==> src/rtl/irq_pend_pkg.sv <==
package irq_pend_pkg;
   typedef enum logic [1:0] {
      SEL_NONE = 2'd0,
      SEL_PEND = 2'd1,
      SEL_ENAB = 2'd2
   } reg_sel_e;
endpackage

==> src/rtl/irq_pend_decode.sv <==
module irq_pend_decode
   import irq_pend_pkg::*;
#(
   parameter int ADDR_W   = 4,
   parameter int PEND_OFS = 0,
   parameter int ENAB_OFS = 4
) (
   input  logic [ADDR_W-1:0] addr,
   input  logic              wr_en,
   output reg_sel_e          sel,
   output logic              wr_pend,
   output logic              wr_enab
);
   generate
      if (PEND_OFS == ENAB_OFS) begin : g_bad_ofs
         $error("pending and enable offsets must differ");
      end
      if (PEND_OFS >= (1 << ADDR_W) || ENAB_OFS >= (1 << ADDR_W)) begin : g_bad_range
         $error("register offset outside address range");
      end
   endgenerate

   localparam logic [ADDR_W-1:0] PEND_A = ADDR_W'(PEND_OFS);
   localparam logic [ADDR_W-1:0] ENAB_A = ADDR_W'(ENAB_OFS);

   always_comb begin
      if (addr == PEND_A)      sel = SEL_PEND;
      else if (addr == ENAB_A) sel = SEL_ENAB;
      else                     sel = SEL_NONE;
   end

   assign wr_pend = wr_en && (sel == SEL_PEND);
   assign wr_enab = wr_en && (sel == SEL_ENAB);
endmodule

==> src/rtl/irq_pend_bits.sv <==
module irq_pend_bits #(
   parameter int N_SRC = 16
) (
   input  logic             clk,
   input  logic             rst_n,
   input  logic [N_SRC-1:0] src_req,
   input  logic             wr_pend,
   input  logic [N_SRC-1:0] wbits,
   output logic [N_SRC-1:0] pend_d,
   output logic [N_SRC-1:0] pend_q
);
   generate
      for (genvar i = 0; i < N_SRC; i++) begin : g_bit
         // acknowledge first, then a concurrent request sets the bit again
         always_comb begin
            pend_d[i] = pend_q[i];
            if (wr_pend) pend_d[i] = pend_q[i] & wbits[i];
            if (src_req[i]) pend_d[i] = 1'b1;
         end

         always_ff @(posedge clk or negedge rst_n) begin
            if (!rst_n) pend_q[i] <= 1'b0;
            else        pend_q[i] <= pend_d[i];
         end

         p_req_sets_r2: assert property (@(posedge clk) disable iff (!rst_n)
            src_req[i] |=> pend_q[i]);
         p_req_beats_clear_r6: assert property (@(posedge clk) disable iff (!rst_n)
            (wr_pend && !wbits[i] && src_req[i]) |=> pend_q[i]);
         p_ack_clears_r3: assert property (@(posedge clk) disable iff (!rst_n)
            (wr_pend && !wbits[i] && !src_req[i]) |=> !pend_q[i]);
         p_one_keeps_r3: assert property (@(posedge clk) disable iff (!rst_n)
            (!src_req[i] && (!wr_pend || wbits[i])) |=> (pend_q[i] == $past(pend_q[i])));
      end
   endgenerate
endmodule

==> src/rtl/irq_enab_reg.sv <==
module irq_enab_reg #(
   parameter int N_SRC = 16
) (
   input  logic             clk,
   input  logic             rst_n,
   input  logic             wr_enab,
   input  logic [N_SRC-1:0] wbits,
   output logic [N_SRC-1:0] enab_d,
   output logic [N_SRC-1:0] enab_q
);
   assign enab_d = wr_enab ? wbits : enab_q;

   always_ff @(posedge clk or negedge rst_n) begin
      if (!rst_n) enab_q <= '0;
      else        enab_q <= enab_d;
   end

   p_enab_load_r4: assert property (@(posedge clk) disable iff (!rst_n)
      wr_enab |=> (enab_q == $past(wbits)));
   p_enab_hold_r4: assert property (@(posedge clk) disable iff (!rst_n)
      !wr_enab |=> $stable(enab_q));
endmodule

==> src/rtl/irq_pend_ctl.sv <==
module irq_pend_ctl
   import irq_pend_pkg::*;
#(
   parameter int N_SRC    = 16,
   parameter int DATA_W   = 32,
   parameter int ADDR_W   = 4,
   parameter int PEND_OFS = 0,
   parameter int ENAB_OFS = 4
) (
   input  logic              clk,
   input  logic              rst_n,
   input  logic [N_SRC-1:0]  src_req,
   input  logic              wr_en,
   input  logic [ADDR_W-1:0] addr,
   input  logic [DATA_W-1:0] wdata,
   output logic [DATA_W-1:0] rdata,
   output logic              irq_o
);
   localparam int PAD_W = DATA_W - N_SRC;

   generate
      if (N_SRC < 1 || N_SRC >= DATA_W) begin : g_bad_width
         $error("N_SRC must be at least 1 and narrower than DATA_W");
      end
   endgenerate

   reg_sel_e         sel;
   logic             wr_pend, wr_enab;
   logic [N_SRC-1:0] pend_d, pend_q, enab_d, enab_q;
   logic             upper_set;

   assign upper_set = |wdata[DATA_W-1:N_SRC];

   irq_pend_decode #(
      .ADDR_W(ADDR_W), .PEND_OFS(PEND_OFS), .ENAB_OFS(ENAB_OFS)
   ) u_dec (
      .addr(addr), .wr_en(wr_en), .sel(sel), .wr_pend(wr_pend), .wr_enab(wr_enab)
   );

   irq_pend_bits #(.N_SRC(N_SRC)) u_pend (
      .clk(clk), .rst_n(rst_n), .src_req(src_req), .wr_pend(wr_pend),
      .wbits(wdata[N_SRC-1:0]), .pend_d(pend_d), .pend_q(pend_q)
   );

   irq_enab_reg #(.N_SRC(N_SRC)) u_enab (
      .clk(clk), .rst_n(rst_n), .wr_enab(wr_enab),
      .wbits(wdata[N_SRC-1:0]), .enab_d(enab_d), .enab_q(enab_q)
   );

   // line follows the post-update contents, so it moves with the registers
   always_ff @(posedge clk or negedge rst_n) begin
      if (!rst_n) irq_o <= 1'b0;
      else        irq_o <= |(pend_d & enab_d);
   end

   always_comb begin
      unique case (sel)
         SEL_PEND: rdata = {{PAD_W{1'b0}}, pend_q};
         SEL_ENAB: rdata = {{PAD_W{1'b0}}, enab_q};
         default:  rdata = '0;
      endcase
   end

   p_line_tracks_r5: assert property (@(posedge clk) disable iff (!rst_n)
      irq_o == |(pend_q & enab_q));
   p_upper_zero_r7: assert property (@(posedge clk) disable iff (!rst_n)
      rdata[DATA_W-1:N_SRC] == '0);
   p_upper_ignored_r7: assert property (@(posedge clk) disable iff (!rst_n)
      (wr_enab && upper_set) |=> (enab_q == $past(wdata[N_SRC-1:0])));
   p_unmapped_r8: assert property (@(posedge clk) disable iff (!rst_n)
      (sel == SEL_NONE) |-> (rdata == '0));
endmodule

==> config.mk <==
export PLATFORM = sky130hd
export DESIGN_NAME = irq_pend_ctl
export DESIGN_NICKNAME = d
export VERILOG_FILES = /design/src/rtl/irq_pend_pkg.sv /design/src/rtl/irq_pend_decode.sv /design/src/rtl/irq_pend_bits.sv /design/src/rtl/irq_enab_reg.sv /design/src/rtl/irq_pend_ctl.sv
export SDC_FILE = /design/constraint.sdc
export NUM_CORES = 1
export LEC_CHECK = 0
export BUFFER_PORTS_ARGS = -buffer_cell sky130_fd_sc_hd__buf_2
export CAP_MARGIN = 15
export CORE_ASPECT_RATIO = 1.4
export CORE_MARGIN = 2
export CORE_UTILIZATION = 50
export CTS_BUF_LIST = sky130_fd_sc_hd__clkbuf_16
export DETAILED_ROUTE_END_ITERATION = 12
export PLACE_DENSITY = 0.94
export SLEW_MARGIN = 20
export SYNTH_ARGS = -nofsm -noshare
export SYNTH_HDL_FRONTEND = slang
export SYNTH_SLANG_ARGS = --single-unit
==> constraint.sdc <==
create_clock -name clk -period 5 [get_ports clk]
set_clock_uncertainty 0.2 [all_clocks]
set_input_delay 1 -clock clk [delete_from_list [all_inputs] [get_ports clk]]
set_output_delay 1 -clock clk [all_outputs]
set_load 0.005 [all_outputs]
## Word level (Yosys, flattened, before mapping)

Index checks and enable logic that the tools add are counted.

| storage, ports and cells | value |
|---|---|
| flip-flop bits (word level) | 33 |
| input port bits | 55 |

| cells by class | value |
|---|---|
| equality and inequality tests | 3 |
| multiplexer cells | 36 |
| bitwise operators | 17 |
| reductions and logical operators | 4 |

Operators by type and width:

| operator | number |
|---|---|
| $mux 1 | 32 |
| $pmux 16 s2 | 1 |
| $and 1x1->1 | 16 |
| $and 16x16->16 | 1 |
| $mux 16 | 1 |
| $reduce_or 16->1 | 1 |
| $eq 4x3->1 const B | 1 |
| $logic_not 4->1 | 1 |
| $mux 2 | 2 |
| $eq 2x1->1 const B | 1 |
| $eq 2x2->1 const B | 1 |
| $logic_and 1x1->1 | 2 |

## Longest topological paths before layout

Gate-level depths: netlist of the first run.

| logic depth | value |
|---|---|
| depth after elaboration | 9 |
| gate-level depth with buffers | 7 |
| mapped depth without buffers | 5 |

## Hierarchy

A second synthesis of the first run with hierarchy kept.

| second synthesis, totals | value |
|---|---|
| cells, all modules | 157 |
| area total of the unflattened synthesis | 1823.0 um^2 |

Modules (own cells, without submodules):

| module | times used | cells an instance | area each (um^2) | sequential area each (um^2) |
|---|---|---|---|---|
| irq_enab_reg | 1 | 34 | 649.4 | 400.4 |
| irq_pend_bits | 1 | 49 | 631.9 | 400.4 |
| irq_pend_ctl | 1 | 69 | 505.5 | 25.0 |
| irq_pend_decode | 1 | 5 | 36.3 | 0.0 |

## Worst setup path after synthesis of the first run

No wires, ideal clock.

| timing path | value |
|---|---|
| kind | in2out |
| start point | input port addr[2] |
| end point | output port rdata[0] |
| arrival time | 2.535 ns |
| required time | 3.800 ns |
| path slack | 1.265 ns |
| cell stages on the path | 5 |
| path buffers | 2 |
| cell sequence | clkinv_1 -> buf_2 -> nor4_1 -> clkbuf_1 -> a22o_1 |

| between the ends | value |
|---|---|
| word-level cells in the longest chain between the ends | 5 |
| elaborated cells between the ends (all ways) | 7 |

RTL lines:

| what | line | source |
|---|---|---|
| start: declaration | irq_pend_ctl.sv:14 | `input logic [ADDR_W-1:0] addr,` |
| $eq 4x3->1 | irq_pend_decode.sv:28 | `else if (addr == ENAB_A) sel = SEL_ENAB;` |
| $mux 2 | irq_pend_decode.sv:28 |  |
| $mux 2 (*) | irq_pend_decode.sv:27 | `if (addr == PEND_A) sel = SEL_PEND;` |
| $eq 2x2->1 / $eq 2x1->1 (equally long branches) | irq_pend_ctl.sv:57 | `unique case (sel)` |
| $pmux 16 s2 (*) | irq_pend_ctl.sv:57 |  |
| end: declaration | irq_pend_ctl.sv:16 | `output logic [DATA_W-1:0] rdata,` |

Mark *: on every way between the ends. The rest lies on a longest branch, timed or not.

## Worst setup path after layout of the first run

| timing path | value |
|---|---|
| start point | input port addr[2] |
| end point | output port rdata[10] |

Same word-level chain as after synthesis.

==> flow_summary.ini, run 1 <==
[place]
dp.cells = 291
placed_area_sq_um = 2140
dp_hpwl_mm = 3.32
place.gp.congestion = 0.801
portBuffers = 55

[floorplan]
die_h_um = 76.9
die_area_sq_um = 4310
start_util_pct = 52.0
dieWidth_um = 56.0
core-area_sq_um = 3640
io_pins = 88
rows = 26

[timing]
hold_viol_final = 0
period_needed_ns = 3.22
relSlewSlack_pct = 50.5
slew_violations = 0
grt_setup_unrepaired = false
timing.fmax_ghz = 0.311
fin_crit_sh_pct = 64.3
worst_pin_slew_ns = 0.743
setup_viol = 0
setup-tns-final_ns = 0

[logic_synthesis]
async_flop_share_pct = 100
netlist_area_sq_um = 1900
netlist-cell-type-count = 21
synth_edf_count = 0
synth_common_cells = nand2_1 (50), dfrtp_1 (33)
ys_seq_area_share_pct = 43.6
synth_cells = 201
synthTopCellsByArea = dfrtp_1 (44%), nand2_1 (9.9%), a22o_1 (7.4%)
syn_area_per_cell_sq_um = 9.43
synth_top_cell_by_area = dfrtp_1
synth_warnings = 0
synthDominantCellAreaShare_pct = 43.6
synth_ff_type = dfrtp_1
ys_seq_elements = 33
yosysMostFrequentCell = nand2_1

[route]
drt_iter0_markers = 72
vias = 1818
vias_per_cell = 6.10
firstDrtPassIters = 4
totalWireLength_mm = 4.92
ant_nets = 0
drt-wirelength-per-cell_um = 16.5
remaining_drc_errors = 0

[clock_tree]
cts_sinks = 33
cts_resized = 0
cts.htree.levels = 2
clock_latency_ns = 0.28
cts_buffer_depth = 2
cts.hold.buffers_added = 0
cts_setup_buffers = 0
cts_tree = yes
numCtsBuffers = 5
cts_root_buf = clkbuf_16
path_clk_slew_ns = 0.05

[power]
peakVddDrop_uv = 287
p_leak_uw = 0.00103
powerDensity_nw_per_um2 = 312

[final_layout]
syn_to_final_growth_pct = 19.8
fill_cells = 321
nets = 311
stdcell_area_sq_um = 2270
layout-drive-gt1-share_pct = 31.6
final_util_pct = 62.3
multiInputGateArea_sq_um = 951
antenna_cells = 0
seqCellArea_sq_um = 826
instances_no_fill = 298

[grt]
grt_use_total_pct = 24.5
grt_max_degree = 34
overflow = 0
grt_pass1_wl_mm = 8.28
grt_pass1_vias = 1899
antenna_found_initial = 0

[worst_setup_path]
cp_max_fo = 16
crit_path_end_kind = output port
worstPathCellList = buf_2 -> clkinv_1 -> nor4_2 -> buf_4 -> a22o_1 -> buf_2
path_common_cell = buf_2
slowest_stage = buf_4
slowest_delay_ns = 0.27
worstSetupStartpointType = input port
cp_data_required_time_ns = 3.80
arrival_ns = 2.02
critical_path_class = input port to output port

[min_path]
hp-class = flop to flop

[status]
status = finished, final reports clean

[run]
drv_cap = 0
placed cells by master (no fill, tap or decap):
cell type  synthesis  routed
buf_2              2      55
nand2_1           50      50
dfrtp_1           33      33
a22o_1            16      16
o21ai_0           16      16
nand2b_1          16      16
o221ai_1          16      16
conb_1             1      16
a211o_2           13      13
clkbuf_16          0       5
nand4_1            4       4
buf_4             16       4
a211o_1            3       3
nor4_2             0       2
clkinv_1           1       2
or4b_4             1       1
nor2_2             0       1
nor4b_1            1       1
or4_1              1       1
inv_1              0       1
routing by layer:
layer	GRT usage [%]	vias up	part of all wire, %
met3	5.73	10	6.8
met5	0	-	0
met4	16.0	0	2.6
li1	-	821	-
met2	42.6	83	54
met1	25.8	904	37
flip-flops by register name, summed over array words and instances, names as in the netlist:
signal	cells
irq_o	1
u_enab.enab_q	16
u_pend.pend_q	16
per-stage QoR:
stage / setup WS (ns) / power, uW / hold WS [ns]
4_1_cts: 1.79 / 714 / 0.305
5_1_grt: 1.70 / 745 / 0.337
6_report: 1.78 / 709 / 0.304
3_5_place_dp: 1.69 / 432 / 0.290
2_1_floorplan: 1.26 / 390 / 0.269
3_3_place_gp: 1.74 / 426 / 0.282
cells by family after synthesis:
| logic type | share of synthesized area, % |
|---|---|
| simple gates | 18.9 |
| flops | 43.6 |
| compound gates | 27.3 |
| buf+inv | 10.0 |
| other cells | 0.198 |
worst max-delay path, delay by kind of cell:
kind            cells  cell delay (ns)
compound gates      1             0.18
buf+inv             4             0.60
simple gates        1             0.24
area by class of cell:
| class | instances | share of cell area [%] |
|---|---|---|
| Clock buffer | 5 | 5.51 |
| Tap cell | 42 | 2.31 |
| Sequential cell | 33 | 36.4 |
| Clock inverter | 2 | 0.331 |
| Multi-Input combinational cell | 156 | 41.9 |
| Inverter | 1 | 0.165 |
| Timing Repair Buffer | 59 | 13.4 |
power breakdown:
part / switching, uW / leakage [uW] / internal [uW]
Clock: 102 / 0.0000685 / 177
Sequential: 23.1 / 0.000354 / 296
Combinational: 60.7 / 0.000606 / 50.3
path summary, 6_finish.rpt:
| path | start | endpoint | slack (ns) | depth (start not counted) |
|---|---|---|---|---|
| min in group asynchronous | rst_n | u_pend.pend_q[7]$_DFF_PN0_ | 0.59 | 1 |
| hold reg to reg | u_enab.enab_q[7]$_DFF_PN0_ | u_enab.enab_q[7]$_DFF_PN0_ | 0.30 | 2 |
| hold / removal | u_enab.enab_q[7]$_DFF_PN0_ | u_enab.enab_q[7]$_DFF_PN0_ | 0.30 | 2 |
| max in group asynchronous | rst_n | u_pend.pend_q[0]$_DFF_PN0_ | 3.54 | 1 |
| setup / recovery | addr[2] | rdata[10] | 1.78 | 6 |
| setup reg to reg | u_pend.pend_q[8]$_DFF_PN0_ | irq_o$_DFF_PN0_ | 3.39 | 3 |
(Power assumes the default switching activity.)
==> run 2, diff against run 1 <==
--- a/config.mk
+++ b/config.mk
@@ -9,10 +9,10 @@
 export CAP_MARGIN = 15
 export CORE_ASPECT_RATIO = 1.4
 export CORE_MARGIN = 2
-export CORE_UTILIZATION = 50
+export CORE_UTILIZATION = 47
 export CTS_BUF_LIST = sky130_fd_sc_hd__clkbuf_16
 export DETAILED_ROUTE_END_ITERATION = 12
-export PLACE_DENSITY = 0.94
+export PLACE_DENSITY = 0.89
 export SLEW_MARGIN = 20
 export SYNTH_ARGS = -nofsm -noshare
 export SYNTH_HDL_FRONTEND = slang
==> constraint.sdc (replaced) <==
create_clock -name clk -period 3.3 [get_ports clk]
set_clock_uncertainty 0.2 [all_clocks]
set_input_delay 0.66 -clock clk [delete_from_list [all_inputs] [get_ports clk]]
set_output_delay 0.66 -clock clk [all_outputs]
set_load 0.005 [all_outputs]
==> run 2 against run 1 <==
Effect of this change:
- count of clock-buffer cells in the layout unchanged
- sequential share of layout area decreased by 0.14 points
- worst setup slack got worse by 1.2 ns
- critical path depth unchanged
- total power increased by 52%
- global-route usage decreased by 2.5 points
- final area increased by 0.39%
- non-clock buffer count increased by 1
- routed wire length decreased by 3.4%
- die area increased by 6.0%
- flip-flop and latch count unchanged
- hold slack got worse by 0.049 ns
==> flow_summary.ini, run 2 (synthesized netlist as in run 1, its figures left out) <==
[timing]
timing.fmax_ghz = 0.373
worst_pin_slew_ns = 0.749
period_needed_ns = 2.68
grt_setup_unrepaired = false
slew_violations = 0
hold_viol_final = 0
setup_viol = 0
setup-tns-final_ns = 0
fin_crit_sh_pct = 81.3
relSlewSlack_pct = 50.1

[route]
firstDrtPassIters = 4
drt_iter0_markers = 62
totalWireLength_mm = 4.75
remaining_drc_errors = 0
vias_per_cell = 5.82
ant_nets = 0
vias = 1746
drt-wirelength-per-cell_um = 15.8

[final_layout]
antenna_cells = 0
mostFrequentLayoutCell = buf_2
seqCellArea_sq_um = 826
instances_no_fill = 300
layout-drive-gt1-share_pct = 31.9
stdcell_area_sq_um = 2280
final_cell_mix = buf_2 (55), nand2_1 (50), dfrtp_1 (33)
syn_to_final_growth_pct = 20.3
fill_cells = 357
nets = 312
top_regs = u_enab.enab_q (16), u_pend.pend_q (16), irq_o (1)
multiInputGateArea_sq_um = 951

[grt]
antenna_found_initial = 0
grt_pass1_wl_mm = 7.64
grt_max_degree = 34
grt_use_total_pct = 21.9
grt_pass1_vias = 1659
overflow = 0

[status]
status = finished, final reports clean

[power]
powerDensity_nw_per_um2 = 473
peakVddDrop_uv = 481
p_leak_uw = 0.00103

[worst_setup_path]
arrival_ns = 1.82
crit_path_end_kind = output port
worstSetupStartpointType = input port
cp_max_fo = 16
cp_data_required_time_ns = 2.44
critical_path_class = input port to output port

[clock_tree]
cts_setup_buffers = 0
cts_buffer_depth = 2
numCtsBuffers = 5
cts.hold.buffers_added = 0
cts_sinks = 33
cts_tree = yes
cts.htree.levels = 2
cts_root_buf = clkbuf_16
cts_resized = 0
path_clk_slew_ns = 0.05
clock_latency_ns = 0.28

[min_path]
hp-class = input port to asynchronous set/reset pin

[place]
portBuffers = 55
placed_area_sq_um = 2150
place.gp.congestion = 0.802
dp_hpwl_mm = 3.39
dp.cells = 293

[floorplan]
start_util_pct = 48.4
die_area_sq_um = 4560
die_h_um = 79.1
dieWidth_um = 57.7
rows = 27
core-area_sq_um = 3920
io_pins = 88

[run]
drv_cap = 0
==> run 2: changes by cell type in the layout (fill, tap and decap cells not counted), sizes merged <==
cell / before / now
buf: 59 / 60
==> run 2: layout make-up <==
type / instances / area share (%)
multi-input combinational: 156 / 41.7
clock buffer: 5 / 5.49
clock inverter: 2 / 0.329
timing repair buffer: 60 / 13.7
tap: 43 / 2.36
inverter: 1 / 0.165
sequential: 33 / 36.2
==> run 2: power breakdown <==
part / switching [uW] / internal, uW / total, uW
Sequential: 33.9 / 449 / 482
Combinational: 92.5 / 76.6 / 169
Clock: 157 / 269 / 426
==> run 2: critical path, stage by stage <==
cell	delay [ns]
buf_2	0.11
clkinv_1	0.20
nor4_2	0.29
buf_4	0.27
a22o_1	0.17
buf_2	0.12
==> run 2: through the flow <==
step | total power (uW) | hold slack (ns) | util, % | setup slack, ns
3_5_place_dp | 657 | 0.293 | 54.8 | 0.382
3_3_place_gp | 648 | 0.283 | 54.8 | 0.432
4_1_cts | 1090 | 0.272 | 58.2 | 0.616
6_report | 1080 | 0.255 | 58.2 | 0.618
2_1_floorplan | 591 | 0.164 | - | 0.245
5_1_grt | 1130 | 0.305 | 58.2 | 0.521
==> run 2: layer usage <==
metal | global-route usage, % | part of all wire [%] | up-vias
li1 | - | - | 819
met1 | 25.2 | 40 | 861
met2 | 38.2 | 52 | 62
met3 | 6.35 | 7.2 | 4
met4 | 7.67 | 1.1 | 0
met5 | 0 | 0 | -
==> run 2: path summary, 6_finish.rpt <==
path                                        startpoint                           to  slack (ns)  depth (start not counted)
hold reg to reg            u_enab.enab_q[14]$_DFF_PN0_  u_enab.enab_q[14]$_DFF_PN0_        0.30                          2
max in group asynchronous                        rst_n  u_pend.pend_q[15]$_DFF_PN0_        2.17                          1
hold / removal                                   rst_n   u_pend.pend_q[7]$_DFF_PN0_        0.25                          1
setup reg to reg            u_pend.pend_q[8]$_DFF_PN0_              irq_o$_DFF_PN0_        1.67                          3
min in group clk           u_enab.enab_q[14]$_DFF_PN0_  u_enab.enab_q[14]$_DFF_PN0_        0.30                          2
setup / recovery                               addr[2]                    rdata[15]        0.62                          6
